File: config.mk
export PLATFORM = sky130hd
export DESIGN_NAME = gpio_port
export DESIGN_NICKNAME = d
export VERILOG_FILES = /design/src/rtl/gpio_pkg.sv /design/src/rtl/gpio_sync.sv /design/src/rtl/gpio_regs.sv /design/src/rtl/gpio_rdmux.sv /design/src/rtl/gpio_port.sv
export SDC_FILE = /design/constraint.sdc
export NUM_CORES = 1
export LEC_CHECK = 0
export ABC_AREA = 1
export ABC_CLOCK_PERIOD_IN_PS = 800
export BUFFER_PORTS_ARGS = -buffer_cell sky130_fd_sc_hd__buf_2
export CELL_PAD_IN_SITES_DETAIL_PLACEMENT = 0
export CELL_PAD_IN_SITES_GLOBAL_PLACEMENT = 1
export CORE_MARGIN = 3
export CORE_UTILIZATION = 37
export CTS_CLUSTER_SIZE = 12
export DETAILED_ROUTE_END_ITERATION = 10
export PLACE_DENSITY = 0.78
export RECOVER_POWER = 25
export SYNTH_ARGS = -nofsm -noshare
export SYNTH_HDL_FRONTEND = slang
export SYNTH_SLANG_ARGS = --single-unit
File: constraint.sdc
create_clock -name clk -period 0.8 [get_ports clk]
set_input_delay 0 -clock clk [delete_from_list [all_inputs] [get_ports clk]]
set_output_delay 0 -clock clk [all_outputs]
set_load 0.005 [all_outputs]
File: src/rtl/gpio_pkg.sv
package gpio_pkg;
   localparam int unsigned GPIO_WIDTH   = 8;
   localparam int unsigned GPIO_ADDR_W  = 8;
   localparam int unsigned GPIO_SYNC    = 2;
   localparam logic [7:0]  OFS_DATA     = 8'h00;
   localparam logic [7:0]  OFS_DIR      = 8'h04;
   localparam logic [7:0]  OFS_PULL     = 8'h0D;

   typedef enum logic [1:0] {
      SEL_NONE = 2'd0,
      SEL_DATA = 2'd1,
      SEL_DIR  = 2'd2,
      SEL_PULL = 2'd3
   } reg_sel_e;
endpackage

File: src/rtl/gpio_sync.sv
module gpio_sync #(
   parameter int unsigned WIDTH  = 8,
   parameter int unsigned STAGES = 2
) (
   input  logic             clk,
   input  logic             rst_n,
   input  logic [WIDTH-1:0] async_in,
   output logic [WIDTH-1:0] sync_out
);
   generate
      if (WIDTH < 1) begin : g_bad_width
         $error("gpio_sync: WIDTH must be at least 1");
      end

      if (STAGES == 0) begin : g_bypass
         assign sync_out = async_in;
      end else begin : g_chain
         logic [WIDTH-1:0] stage_q [STAGES];

         always_ff @(posedge clk or negedge rst_n) begin
            if (!rst_n) begin
               stage_q[0] <= '0;
            end else begin
               stage_q[0] <= async_in;
            end
         end

         for (genvar s = 1; s < STAGES; s++) begin : g_stage
            always_ff @(posedge clk or negedge rst_n) begin
               if (!rst_n) begin
                  stage_q[s] <= '0;
               end else begin
                  stage_q[s] <= stage_q[s-1];
               end
            end
         end

         assign sync_out = stage_q[STAGES-1];


         first_stage_chk: assert property (@(posedge clk) disable iff (!rst_n)
            $past(rst_n) |-> (stage_q[0] == $past(async_in)))
            else $error("first synchronizer stage missed the pad sample");
      end
   endgenerate
endmodule

File: src/rtl/gpio_regs.sv
module gpio_regs
   import gpio_pkg::*;
#(
   parameter int unsigned WIDTH  = 8,
   parameter int unsigned ADDR_W = 8
) (
   input  logic              clk,
   input  logic              rst_n,
   input  logic              wr_en,
   input  reg_sel_e          sel,
   input  logic [WIDTH-1:0]  wdata,
   output logic [WIDTH-1:0]  latch_q,
   output logic [WIDTH-1:0]  dir_q,
   output logic [WIDTH-1:0]  pull_q
);
   logic wr_data, wr_dir, wr_pull;

   assign wr_data = wr_en && (sel == SEL_DATA);
   assign wr_dir  = wr_en && (sel == SEL_DIR);
   assign wr_pull = wr_en && (sel == SEL_PULL);

   always_ff @(posedge clk or negedge rst_n) begin
      if (!rst_n) begin
         latch_q <= '0;
         dir_q   <= '0;
         pull_q  <= '0;
      end else begin
         if (wr_data) latch_q <= wdata;
         if (wr_dir)  dir_q   <= wdata;
         if (wr_pull) pull_q  <= wdata;
      end
   end


   latch_load_chk: assert property (@(posedge clk) disable iff (!rst_n)
      wr_data |=> (latch_q == $past(wdata)))
      else $error("data latch not loaded on its write edge");


   dir_load_chk: assert property (@(posedge clk) disable iff (!rst_n)
      wr_dir |=> (dir_q == $past(wdata)))
      else $error("direction register not loaded on its write edge");


   idle_hold_chk: assert property (@(posedge clk) disable iff (!rst_n)
      (!wr_en || sel == SEL_NONE) |=> ($stable(latch_q) && $stable(dir_q) && $stable(pull_q)))
      else $error("register changed without a mapped write");
endmodule

File: src/rtl/gpio_rdmux.sv
module gpio_rdmux
   import gpio_pkg::*;
#(
   parameter int unsigned WIDTH = 8
) (
   input  logic             clk,
   input  logic             rst_n,
   input  logic             rd_en,
   input  reg_sel_e         sel,
   input  logic [WIDTH-1:0] latch_q,
   input  logic [WIDTH-1:0] dir_q,
   input  logic [WIDTH-1:0] pull_q,
   input  logic [WIDTH-1:0] pin_sync,
   output logic [WIDTH-1:0] rdata
);
   logic [WIDTH-1:0] port_view;

   generate
      for (genvar b = 0; b < WIDTH; b++) begin : g_bit
         assign port_view[b] = dir_q[b] ? latch_q[b] : pin_sync[b];
      end
   endgenerate

   always_comb begin
      rdata = '0;
      if (rd_en) begin
         unique case (sel)
            SEL_DATA: rdata = port_view;
            SEL_DIR:  rdata = dir_q;
            SEL_PULL: rdata = pull_q;
            default:  rdata = '0;
         endcase
      end
   end


   unmapped_zero_chk: assert property (@(posedge clk) disable iff (!rst_n)
      (sel == SEL_NONE) |-> (rdata == '0))
      else $error("unmapped read returned nonzero data");
endmodule

File: src/rtl/gpio_port.sv
module gpio_port
   import gpio_pkg::*;
#(
   parameter int unsigned WIDTH       = GPIO_WIDTH,
   parameter int unsigned ADDR_W      = GPIO_ADDR_W,
   parameter int unsigned SYNC_STAGES = GPIO_SYNC,
   parameter logic [7:0]  DATA_OFS    = OFS_DATA,
   parameter logic [7:0]  DIR_OFS     = OFS_DIR,
   parameter logic [7:0]  PULL_OFS    = OFS_PULL
) (
   input  logic              clk,
   input  logic              rst_n,
   input  logic [ADDR_W-1:0] bus_addr,
   input  logic              bus_wr,
   input  logic              bus_rd,
   input  logic [WIDTH-1:0]  bus_wdata,
   output logic [WIDTH-1:0]  bus_rdata,
   input  logic [WIDTH-1:0]  pin_in,
   output logic [WIDTH-1:0]  pad_oe,
   output logic [WIDTH-1:0]  pad_out,
   output logic [WIDTH-1:0]  pad_pu
);
   localparam int unsigned ADDR_SPAN = 1 << ADDR_W;

   generate
      if (ADDR_W < 4 || ADDR_W > 16) begin : g_bad_addr
         $error("gpio_port: ADDR_W out of range");
      end
      if (DATA_OFS == DIR_OFS || DATA_OFS == PULL_OFS || DIR_OFS == PULL_OFS) begin : g_bad_map
         $error("gpio_port: register offsets overlap");
      end
      if (int'(PULL_OFS) >= ADDR_SPAN || int'(DIR_OFS) >= ADDR_SPAN) begin : g_bad_span
         $error("gpio_port: offset beyond address space");
      end
   endgenerate

   reg_sel_e         sel;
   logic [WIDTH-1:0] latch_q, dir_q, pull_q, pin_sync;

   always_comb begin
      if (bus_addr == ADDR_W'(DATA_OFS))      sel = SEL_DATA;
      else if (bus_addr == ADDR_W'(DIR_OFS))  sel = SEL_DIR;
      else if (bus_addr == ADDR_W'(PULL_OFS)) sel = SEL_PULL;
      else                                    sel = SEL_NONE;
   end

   gpio_regs #(.WIDTH(WIDTH), .ADDR_W(ADDR_W)) i_regs (
      .clk     (clk),
      .rst_n   (rst_n),
      .wr_en   (bus_wr),
      .sel     (sel),
      .wdata   (bus_wdata),
      .latch_q (latch_q),
      .dir_q   (dir_q),
      .pull_q  (pull_q)
   );

   gpio_sync #(.WIDTH(WIDTH), .STAGES(SYNC_STAGES)) i_sync (
      .clk      (clk),
      .rst_n    (rst_n),
      .async_in (pin_in),
      .sync_out (pin_sync)
   );

   gpio_rdmux #(.WIDTH(WIDTH)) i_rdmux (
      .clk      (clk),
      .rst_n    (rst_n),
      .rd_en    (bus_rd),
      .sel      (sel),
      .latch_q  (latch_q),
      .dir_q    (dir_q),
      .pull_q   (pull_q),
      .pin_sync (pin_sync),
      .rdata    (bus_rdata)
   );

   assign pad_oe  = dir_q;
   assign pad_out = latch_q;
   assign pad_pu  = pull_q & ~dir_q;


   pull_vs_drive_chk: assert property (@(posedge clk) disable iff (!rst_n)
      ((pad_pu & pad_oe) == '0))
      else $error("pullup active on a driving pin");
endmodule

==> summary.txt, run 1 <==
Outcome
  • Outcome: finished with violations
  • Failing checks: setup timing

Pwr
  • Final Total Pwr: between 4 and 5 mW
  • P_int: between 3 and 4 mW
  • Pwr/cell area: between 1500 and 2000 nW/um^2
  • Clk pwr share: 38.1%
  • Max VDD drop: around 0.94 mV
  • Logic pwr share: 14.2%
  • Sequential power share: 47.7%
  • Net Sw Frac: 23.5%
  • Psw: approximately 1.1 mW
  • P_leak: 1.53 nW

Critical path
  • Crit. Startpoint: i_regs.dir_q[7]$_DFFE_PN0P_
  • Startpoint class of the critical path: flip-flop
  • Setup CP Type: flip-flop to primary output
  • R2R Path Start: i_regs.dir_q[4]$_DFFE_PN0P_
  • Setup crit end kind: primary output
  • Max FO, Critical Path: 3
  • Worst EP required: 0.80 ns
  • CP Data Arrival Time: between 1 and 1.5 ns

Die
  • I/O pin total: 60
  • Core Area: 4850 um^2
  • Die X-Extent: 77.6 um
  • DIE HEIGHT: slightly below 80 um
  • FP Rows: 25
  • Die area: between 6000 and 7000 um^2
  • Initial Util: 39.1%

GRT
  • Number of global-route vias before repair: around 1600
  • Largest net degree at the start of global routing: 41
  • Wire length of the first global-routing pass: 7780 um
  • Overall global routing resource usage: 16.5%
  • Initial antenna violation count: 0
  • Global route overflow: 0

Synthesis
  • Top cell type's share of synthesized area: 52.8%
  • Xor/xnor share of the synthesized area: 0%
  • Synth Net Count: 234
  • Post-synth cell types: 16
  • Synth Register Bits: 40
  • Post-synthesis mux area share: 2.64%
  • Synth Warn #: 0
  • Synth Area in Compound Gates: 12.5%
  • Post-synth top area cell: dfrtp_1
  • Register area share after synthesis: 52.8%
  • Ranking of synthesized cells by area: dfrtp_1, nand2_1, o21ai_2
  • Synth Area in Adders: 0%
  • Simple-Gate Fraction of Synth Area: 24.3%
  • Synthesized area per cell: 9.20 um^2
  • Post-Syn Instances: between 200 and 250
  • Mapped Area: 1900 um^2
  • Largest family of logic cells by synthesized area: simple AND/OR/NAND/NOR gates

Timing
  • Worst slew margin: 66.5%
  • Setup WS post-layout: -0.458 ns
  • Worst slew pin tran: 0.503 ns
  • Min cycle time layout: 1.26 ns
  • Final worst-path cycle share: 157%
  • FMAX: roughly 790 MHz
  • Final setup viols: 37
  • Number of hold violations in the final report: 0
  • RSZ-0062 raised after global routing: yes
  • Skew final: 0.00168 ns
  • TNS Setup: -7.82 ns
  • Max Slew Vio Count: 0

Placement
  • GP Congestion: 0.756
  • Port Buf Inserts: 59
  • Placed cell area: ~2500 um^2
  • HPWL after DPL: 3170 um

Hold path
  • Hold path startpoint: bus_wdata[6]
  • Hold Crit Class: input port to flip-flop

Drt
  • DR WL/cell: 12.2 um
  • DRT iter0 DRCs: 85
  • DR vias: about 1600
  • DRT antenna net count: 0
  • Residual DRC count: 0
  • DR pass1 iterations: 4
  • Via-to-Cell Ratio: 4.32
  • Final WL: approximately 4600 um

Clock network
  • Skew-Pair Late Insertion Delay: 0.29 ns
  • Htree depth: 2
  • TritonCTS clock tree: yes
  • CTS Sinks: 40
  • Worst-path clk slew: 0.08 ns
  • Root buffer cell: clkbuf_8
  • CTS Buffer Depth: 2
  • Total CTS buffers: 5

Cells and area
  • Final core utilization: about three fifths
  • Layout cells sized above 1: 53.1%
  • Final Cell Area: ~3000 um^2
  • P&R area growth vs syn: 56.2%
  • ANT cells: 0
  • # nets final: 336

Run
  • Max-Cap Viols: 0
-- cell usage after synthesis (all sizes together) --
cell type   n
nor2       34
dfrtp      40
a21oi       3
o21ai      24
nand2      64
inv        29
nand3       4
mux2i       5
buf         3
-- flip-flops by register name, summed over array words and instances, names as in the netlist --
register	cells
i_sync.g_chain.stage_q	8
i_regs.latch_q	8
i_sync.sync_out	8
i_regs.pull_q	8
i_regs.dir_q	8
-- what timing repair did --
item | CTS | global route
pin swaps | 14 | 13
gates resized for setup | 39 | 19
setup buffers | 4 | 5
hold endpoints to repair | 48 | 0
hold buffers | 9 | 0
setup endpoints to repair | 33 | 42
-- stage by stage --
step,setup WS (ns),std cells,hold WS (ns)
finish,-0.458,376,0.0107
global route,-0.548,376,0.0179
CTS,-0.434,372,0.00524
detailed placement,-0.276,352,-0.0120
global placement,-0.254,352,-0.0159
floorplan,-0.0412,206,-0.296
-- cells by family after synthesis --
| logic type | count (synthesis) |
|---|---|
| compound gates | 27 |
| buf+inv | 32 |
| flops | 40 |
| mux | 5 |
| simple gates | 102 |
-- per-layer routing --
layer	part of all wire, %	track usage (%)
met2	49	27.3
met5	0	0
met4	1.2	5.34
met3	5.2	4.64
met1	44	20.9
-- critical path, stage by stage, from the launching register on --
cell and delay (ns):
dfrtp_1 0.42, mux2i_1 0.21, nor2_1 0.06, nor2_1 0.10, nor2_1 0.05, buf_2 0.12
-- final cells by class --
class | instances | area, um^2
clock buffer | 6 | 82.6
clock inverter | 2 | 38.8
fill | 406 | 1890
inverter | 29 | 116
multi-input combinational | 134 | 853
sequential | 40 | 1000
tap | 67 | 83.8
timing repair buffer | 98 | 785
-- layout by cell type, fill, tap and decap left out, drive strengths merged --
cell type and instances:
buf 89, nand2 64, dfrtp 40, nor2 34, inv 29, o21ai 24, dlygate4sd3 9, clkbuf 6
mux2i 5, nand3 4, a21oi 3, clkinv 1, bufinv 1
-- final timing paths --
check | endpoint | slack [ns] | depth (start not counted)
worst min-delay path | i_regs.latch_q[6]$_DFFE_PN0P_ | 0.01 | 3
worst min register to register | i_sync.sync_out[6]$_DFF_PN0_ | 0.35 | 0
worst max-delay path | bus_rdata[7] | -0.46 | 5
max in group asynchronous | i_sync.sync_out[5]$_DFF_PN0_ | 0.14 | 3
worst max register to register | i_regs.dir_q[4]$_DFFE_PN0P_ | -0.14 | 5
min in group asynchronous | i_sync.sync_out[7]$_DFF_PN0_ | 0.29 | 3
-- power by group through the flow --
stage	Sequential (mW)	Clock (mW)	Combinational, mW
after floorplan	2.22	0	0.183
after global placement	2.21	0	0.480
after detailed placement	2.21	0	0.485
after CTS	2.18	1.79	0.615
after global routing	2.19	1.92	0.712
final	2.18	1.74	0.649
Note: power is estimated with default switching activity, not from simulation.
==> inputs of run 2 (changes only) <==
- PLACE_DENSITY: 0.78 -> default
- PLACE_DENSITY_LB_ADDON: default -> 0.1
- RECOVER_POWER: 25 -> default
==> run 2 against run 1 <==
Net effect: the flow still finishes with violations (setup timing); global-route usage hardly changed; flip-flop and latch count stayed put; highest routed layer unchanged; non-clock buffer count is 10 higher; cell count is 2.4% higher; count of clock-buffer cells in the layout stayed put; via count is 3.0% higher; sequential power hardly changed; combinational power is 12% higher; core utilization is 2.8 points higher; maximum frequency is 1.6% higher; hold slack better by 0.011 ns; die area stayed put.
==> summary.txt, run 2 (same netlist as run 1, synthesis figures left out) <==
Outcome
  • Outcome: finished with violations
  • Failing checks: setup timing

Cells and area
  • Final core utilization: 63.9%
  • Commonest cells after routing, fill and taps aside: buf_6, buf_2, dfrtp_1, nand2_1, o21ai_2
  • P&R area growth vs syn: 63.4%
  • Commonest non-fill, non-tap cell in the layout: buf_6
  • ANT cells: 0
  • Final Cell Area: 3100 um^2
  • Non-Filler Instances: 385
  • # nets final: 346
  • Layout cells sized above 1: between 50 and 60%

Die
  • Core Area: 4850 um^2
  • Initial Util: 39.1%
  • Die X-Extent: between 70 and 80 um
  • DIE HEIGHT: between 70 and 80 um
  • Die area: 6020 um^2
  • FP Rows: 25
  • I/O pin total: 60

Timing
  • Number of hold violations in the final report: 0
  • Setup WS post-layout: -0.439 ns
  • Final setup viols: between 40 and 50
  • TNS Setup: -9.03 ns
  • Min cycle time layout: 1.24 ns
  • Worst slew margin: 80.5%
  • Worst slew pin tran: 0.293 ns
  • Skew final: 0.00234 ns
  • Final worst-path cycle share: 155%
  • FMAX: between 800 and 900 MHz
  • RSZ-0062 raised after global routing: yes
  • Max Slew Vio Count: 0

Clock network
  • Htree depth: 2
  • Root buffer cell: clkbuf_8
  • Worst-path clk slew: 0.07 ns
  • TritonCTS clock tree: yes
  • CTS Buffer Depth: 2
  • Total CTS buffers: 5
  • CTS Sinks: 40
  • Skew-Pair Late Insertion Delay: 0.29 ns

Hold path
  • Hold depth: 3
  • Hold Crit Class: input port to flip-flop

Drt
  • DRT antenna net count: 0
  • DRT iter0 DRCs: about 70
  • Final WL: 4630 um
  • Residual DRC count: 0
  • DR WL/cell: between 10 and 15 um
  • DR vias: 1672
  • Via-to-Cell Ratio: 4.34
  • DR pass1 iterations: 4

Critical path
  • Worst EP required: 0.80 ns
  • Startpoint class of the critical path: flip-flop
  • Reg2Reg Depth: 5
  • CP Data Arrival Time: 1.24 ns
  • Max FO, Critical Path: 3
  • Setup crit end kind: primary output
  • Setup CP Type: flip-flop to primary output

Placement
  • Cells after DPL: around 350
  • GP Congestion: 0.770
  • Placed cell area: 2480 um^2
  • Port Buf Inserts: 59
  • HPWL after DPL: 3120 um
  • Pre-CTS setup slack: -0.284 ns

GRT
  • Largest net degree at the start of global routing: 41
  • Wire length of the first global-routing pass: ~7800 um
  • Overall global routing resource usage: 16.5%
  • Global route overflow: 0
  • Number of global-route vias before repair: 1687
  • Initial antenna violation count: 0

Run
  • Max-Cap Viols: 0

Pwr
  • Max VDD drop: 1.02 mV
  • P_leak: 1.57 nW
  • Pwr/cell area: 1340 nW/um^2
## run 2: what timing repair did
item,CTS,global route
buffers inserted,14,11
pin swaps,16,7
endpoints found under the setup margin,34,54
resized for setup,46,39
hold endpoints to repair,48,0
hold buffers,9,0
## run 2: final timing paths
kind / from / end / slack (ns)
max: i_regs.dir_q[3]$_DFFE_PN0P_ / pad_pu[3] / -0.44
min: bus_wdata[5] / i_regs.pull_q[5]$_DFFE_PN0P_ / 0.02
max reg2reg: i_regs.dir_q[3]$_DFFE_PN0P_ / i_regs.dir_q[3]$_DFFE_PN0P_ / -0.20
min reg2reg: i_sync.g_chain.stage_q[13]$_DFF_PN0_ / i_sync.sync_out[5]$_DFF_PN0_ / 0.35
max in group asynchronous: rst_n / i_regs.dir_q[4]$_DFFE_PN0P_ / 0.38
min in group asynchronous: rst_n / i_sync.g_chain.stage_q[9]$_DFF_PN0_ / 0.22
## run 2: layout make-up
type | count | area (um^2)
Clock buffer | 6 | 72.6
Clock inverter | 1 | 5.00
Fill cell | 411 | 1750
Inverter | 29 | 114
Multi-Input combinational cell | 134 | 896
Sequential cell | 40 | 1000
Tap cell | 67 | 83.8
Timing Repair Buffer | 108 | 926
## run 2: critical path, cell delays in order (launching register included)
cell and delay [ns]:
dfrtp_1 0.42, buf_4 0.15, buf_6 0.10, buf_6 0.11, nor2_2 0.06, buf_2 0.11
## run 2: per-layer routing
metal	track usage (%)	vias to the layer above	wire length (um)
met3	3.36	6	212
met2	27.0	41	2160
met5	0	-	0
li1	-	854	-
met1	22.1	771	2210
met4	4.80	0	56
## run 2: where the power goes
group | switching [mW] | internal, mW | total [mW]
sequential | 0.0587 | 2.12 | 2.18
combinational | 0.312 | 0.415 | 0.726
clock | 0.648 | 0.592 | 1.24
## run 2: per-stage QoR
step                hold WS, ns  total power [mW]
finish                   0.0213              4.15
global route             0.0359              4.34
CTS                      0.0194              4.11
floorplan                -0.296              2.40
detailed placement      -0.0141              2.70
global placement        -0.0145              2.69
==> inputs of run 3 (changes only) <==
- CELL_PAD_IN_SITES_DETAIL_PLACEMENT: 0 -> default
- CELL_PAD_IN_SITES_GLOBAL_PLACEMENT: 1 -> default
- CORE_UTILIZATION: 37 -> 43
==> run 3 against run 2 <==
Net effect: the run still ends with setup timing left; critical endpoint is now bus_rdata[1]; worst setup slack worse by 0.013 ns; critical path type unchanged; register-to-register slack improved by 0.04 ns; count of clock-buffer cells in the layout unchanged; flip-flop and latch count is the same; sequential power barely moved.
==> summary.txt, run 3 (same netlist as run 1, synthesis figures left out) <==
Die
  • Die X-Extent: 72.4 um
  • Initial Util: 46.1%
  • Core Area: a little over 4000 um^2
  • I/O pin total: 60
  • Die area: 5240 um^2
  • DIE HEIGHT: ~72 um
  • FP Rows: 23

Clock network
  • CTS Buffer Depth: 2
  • Skew-Pair Late Insertion Delay: just under 0.3 ns
  • Worst-path clk slew: 0.08 ns
  • Htree depth: 2
  • CTS Sinks: 40
  • TritonCTS clock tree: yes
  • Total CTS buffers: 5
  • Root buffer cell: clkbuf_8

Placement
  • Placed cell area: roughly 2400 um^2
  • Port Buf Inserts: 59
  • Cells after DPL: between 300 and 400
  • GP Congestion: 0.767
  • HPWL after DPL: 3100 um

Pwr
  • P_leak: 1.58 nW
  • Max VDD drop: approximately 1.3 mV
  • Pwr/cell area: 1490 nW/um^2

Timing
  • Min cycle time layout: 1.25 ns
  • Worst slew pin tran: 0.275 ns
  • RSZ-0062 raised after global routing: yes
  • TNS Setup: -8.14 ns
  • Final setup viols: 38
  • Setup WS post-layout: -0.452 ns
  • FMAX: 799 MHz
  • Worst slew margin: 81.6%
  • Max Slew Vio Count: 0
  • Number of hold violations in the final report: 0
  • Skew final: 0.00574 ns
  • Final worst-path cycle share: 156%

Cells and area
  • P&R area growth vs syn: 59.0%
  • Non-Filler Instances: 367
  • ANT cells: 0
  • Commonest non-fill, non-tap cell in the layout: buf_2
  • Layout cells sized above 1: 54.9%
  • Final Cell Area: 3010 um^2
  • Commonest cells after routing, fill and taps aside: buf_2, nand2_1, buf_6, dfrtp_1, o21ai_2
  • # nets final: 344
  • Fillers: around 320

Outcome
  • Failing checks: setup timing
  • Outcome: finished with violations

Hold path
  • Hold Crit Class: input port to flip-flop
  • Hold depth: 3

Run
  • Max-Cap Viols: 0

Drt
  • Residual DRC count: 0
  • DR pass1 iterations: 5
  • DR WL/cell: between 10 and 15 um
  • DRT antenna net count: 0
  • Final WL: 4470 um
  • Via-to-Cell Ratio: roughly 4.6
  • DRT iter0 DRCs: 55
  • DR vias: 1703

Critical path
  • Max incr delay on CP: around 0.41 ns
  • Worst path slowest cell: dfrtp_1
  • Setup crit end kind: primary output
  • Reg2Reg Depth: 5
  • Crit-path cells: buf_4 > nand2_1 > nand2_1 > nor2_1 > nor2_1 > buf_2
  • Max FO, Critical Path: 3
  • Setup CP Type: flip-flop to primary output
  • Startpoint class of the critical path: flip-flop
  • CP Data Arrival Time: ~1.3 ns
  • Worst EP required: 0.80 ns

GRT
  • Wire length of the first global-routing pass: 7330 um
  • Largest net degree at the start of global routing: 32
  • Global route overflow: 0
  • Initial antenna violation count: 0
  • Number of global-route vias before repair: 1633
  • Overall global routing resource usage: a little under a fifth
## run 3: path summary, 6_finish.rpt
kind | from | end | slack [ns]
setup / recovery | i_regs.dir_q[1]$_DFFE_PN0P_ | bus_rdata[1] | -0.45
hold / removal | bus_wdata[7] | i_regs.pull_q[7]$_DFFE_PN0P_ | 0.01
setup reg to reg | i_regs.dir_q[2]$_DFFE_PN0P_ | i_regs.dir_q[2]$_DFFE_PN0P_ | -0.16
hold reg to reg | i_sync.g_chain.stage_q[9]$_DFF_PN0_ | i_sync.sync_out[1]$_DFF_PN0_ | 0.35
max in group asynchronous | rst_n | i_regs.latch_q[6]$_DFFE_PN0P_ | 0.26
min in group asynchronous | rst_n | i_sync.sync_out[3]$_DFF_PN0_ | 0.10
## run 3: report_power, final
group | switching [mW] | leakage [nW] | total [mW] | internal (mW)
clock | 0.683 | 0.0552 | 1.61 | 0.925
sequential | 0.0579 | 0.517 | 2.18 | 2.12
combinational | 0.301 | 1.01 | 0.696 | 0.395
## run 3: metrics by stage
stage	setup WS [ns]	hold WS (ns)	utilization [%]	power [mW]
after global routing	-0.527	0.00866	73.2	4.71
after global placement	-0.260	-0.116	59.3	2.69
after floorplan	-0.0412	-0.296	-	2.40
after detailed placement	-0.261	-0.119	59.3	2.70
final	-0.452	0.0111	73.2	4.48
after CTS	-0.424	0.00674	69.3	4.46
## run 3: layout make-up
class	instances	area (um^2)	area share [%]
flip-flops and latches	40	1000	33.2
repair buffers	106	881	29.2
multi-input cells	134	846	28.1
inverters	29	116	3.86
clock buffers	6	72.6	2.41
well taps	50	62.6	2.08
clock inverters	2	35.0	1.16
## run 3: per-layer routing
layer / track usage (%) / wire length [um] / vias to the layer above
li1: - / - / 854
met1: 23.0 / 1950 / 797
met2: 30.2 / 2220 / 46
met3: 4.57 / 245 / 6
met4: 5.53 / 58 / 0
met5: 0 / 0 / -
## run 3: what timing repair did
action | in CTS | in global routing
setup buffers | 7 | 12
setup endpoints to repair | 32 | 41
pin swaps | 18 | 5
hold buffers | 9 | 0
gates resized for setup | 40 | 26
hold endpoints to repair | 48 | 0
## run 3: worst max-delay path: cells and delay by family, from the launching register on
family / cells / cell delay, ns
DFF: 1 / 0.41
buffers and inverters: 2 / 0.28
and+or+nand+nor: 4 / 0.27
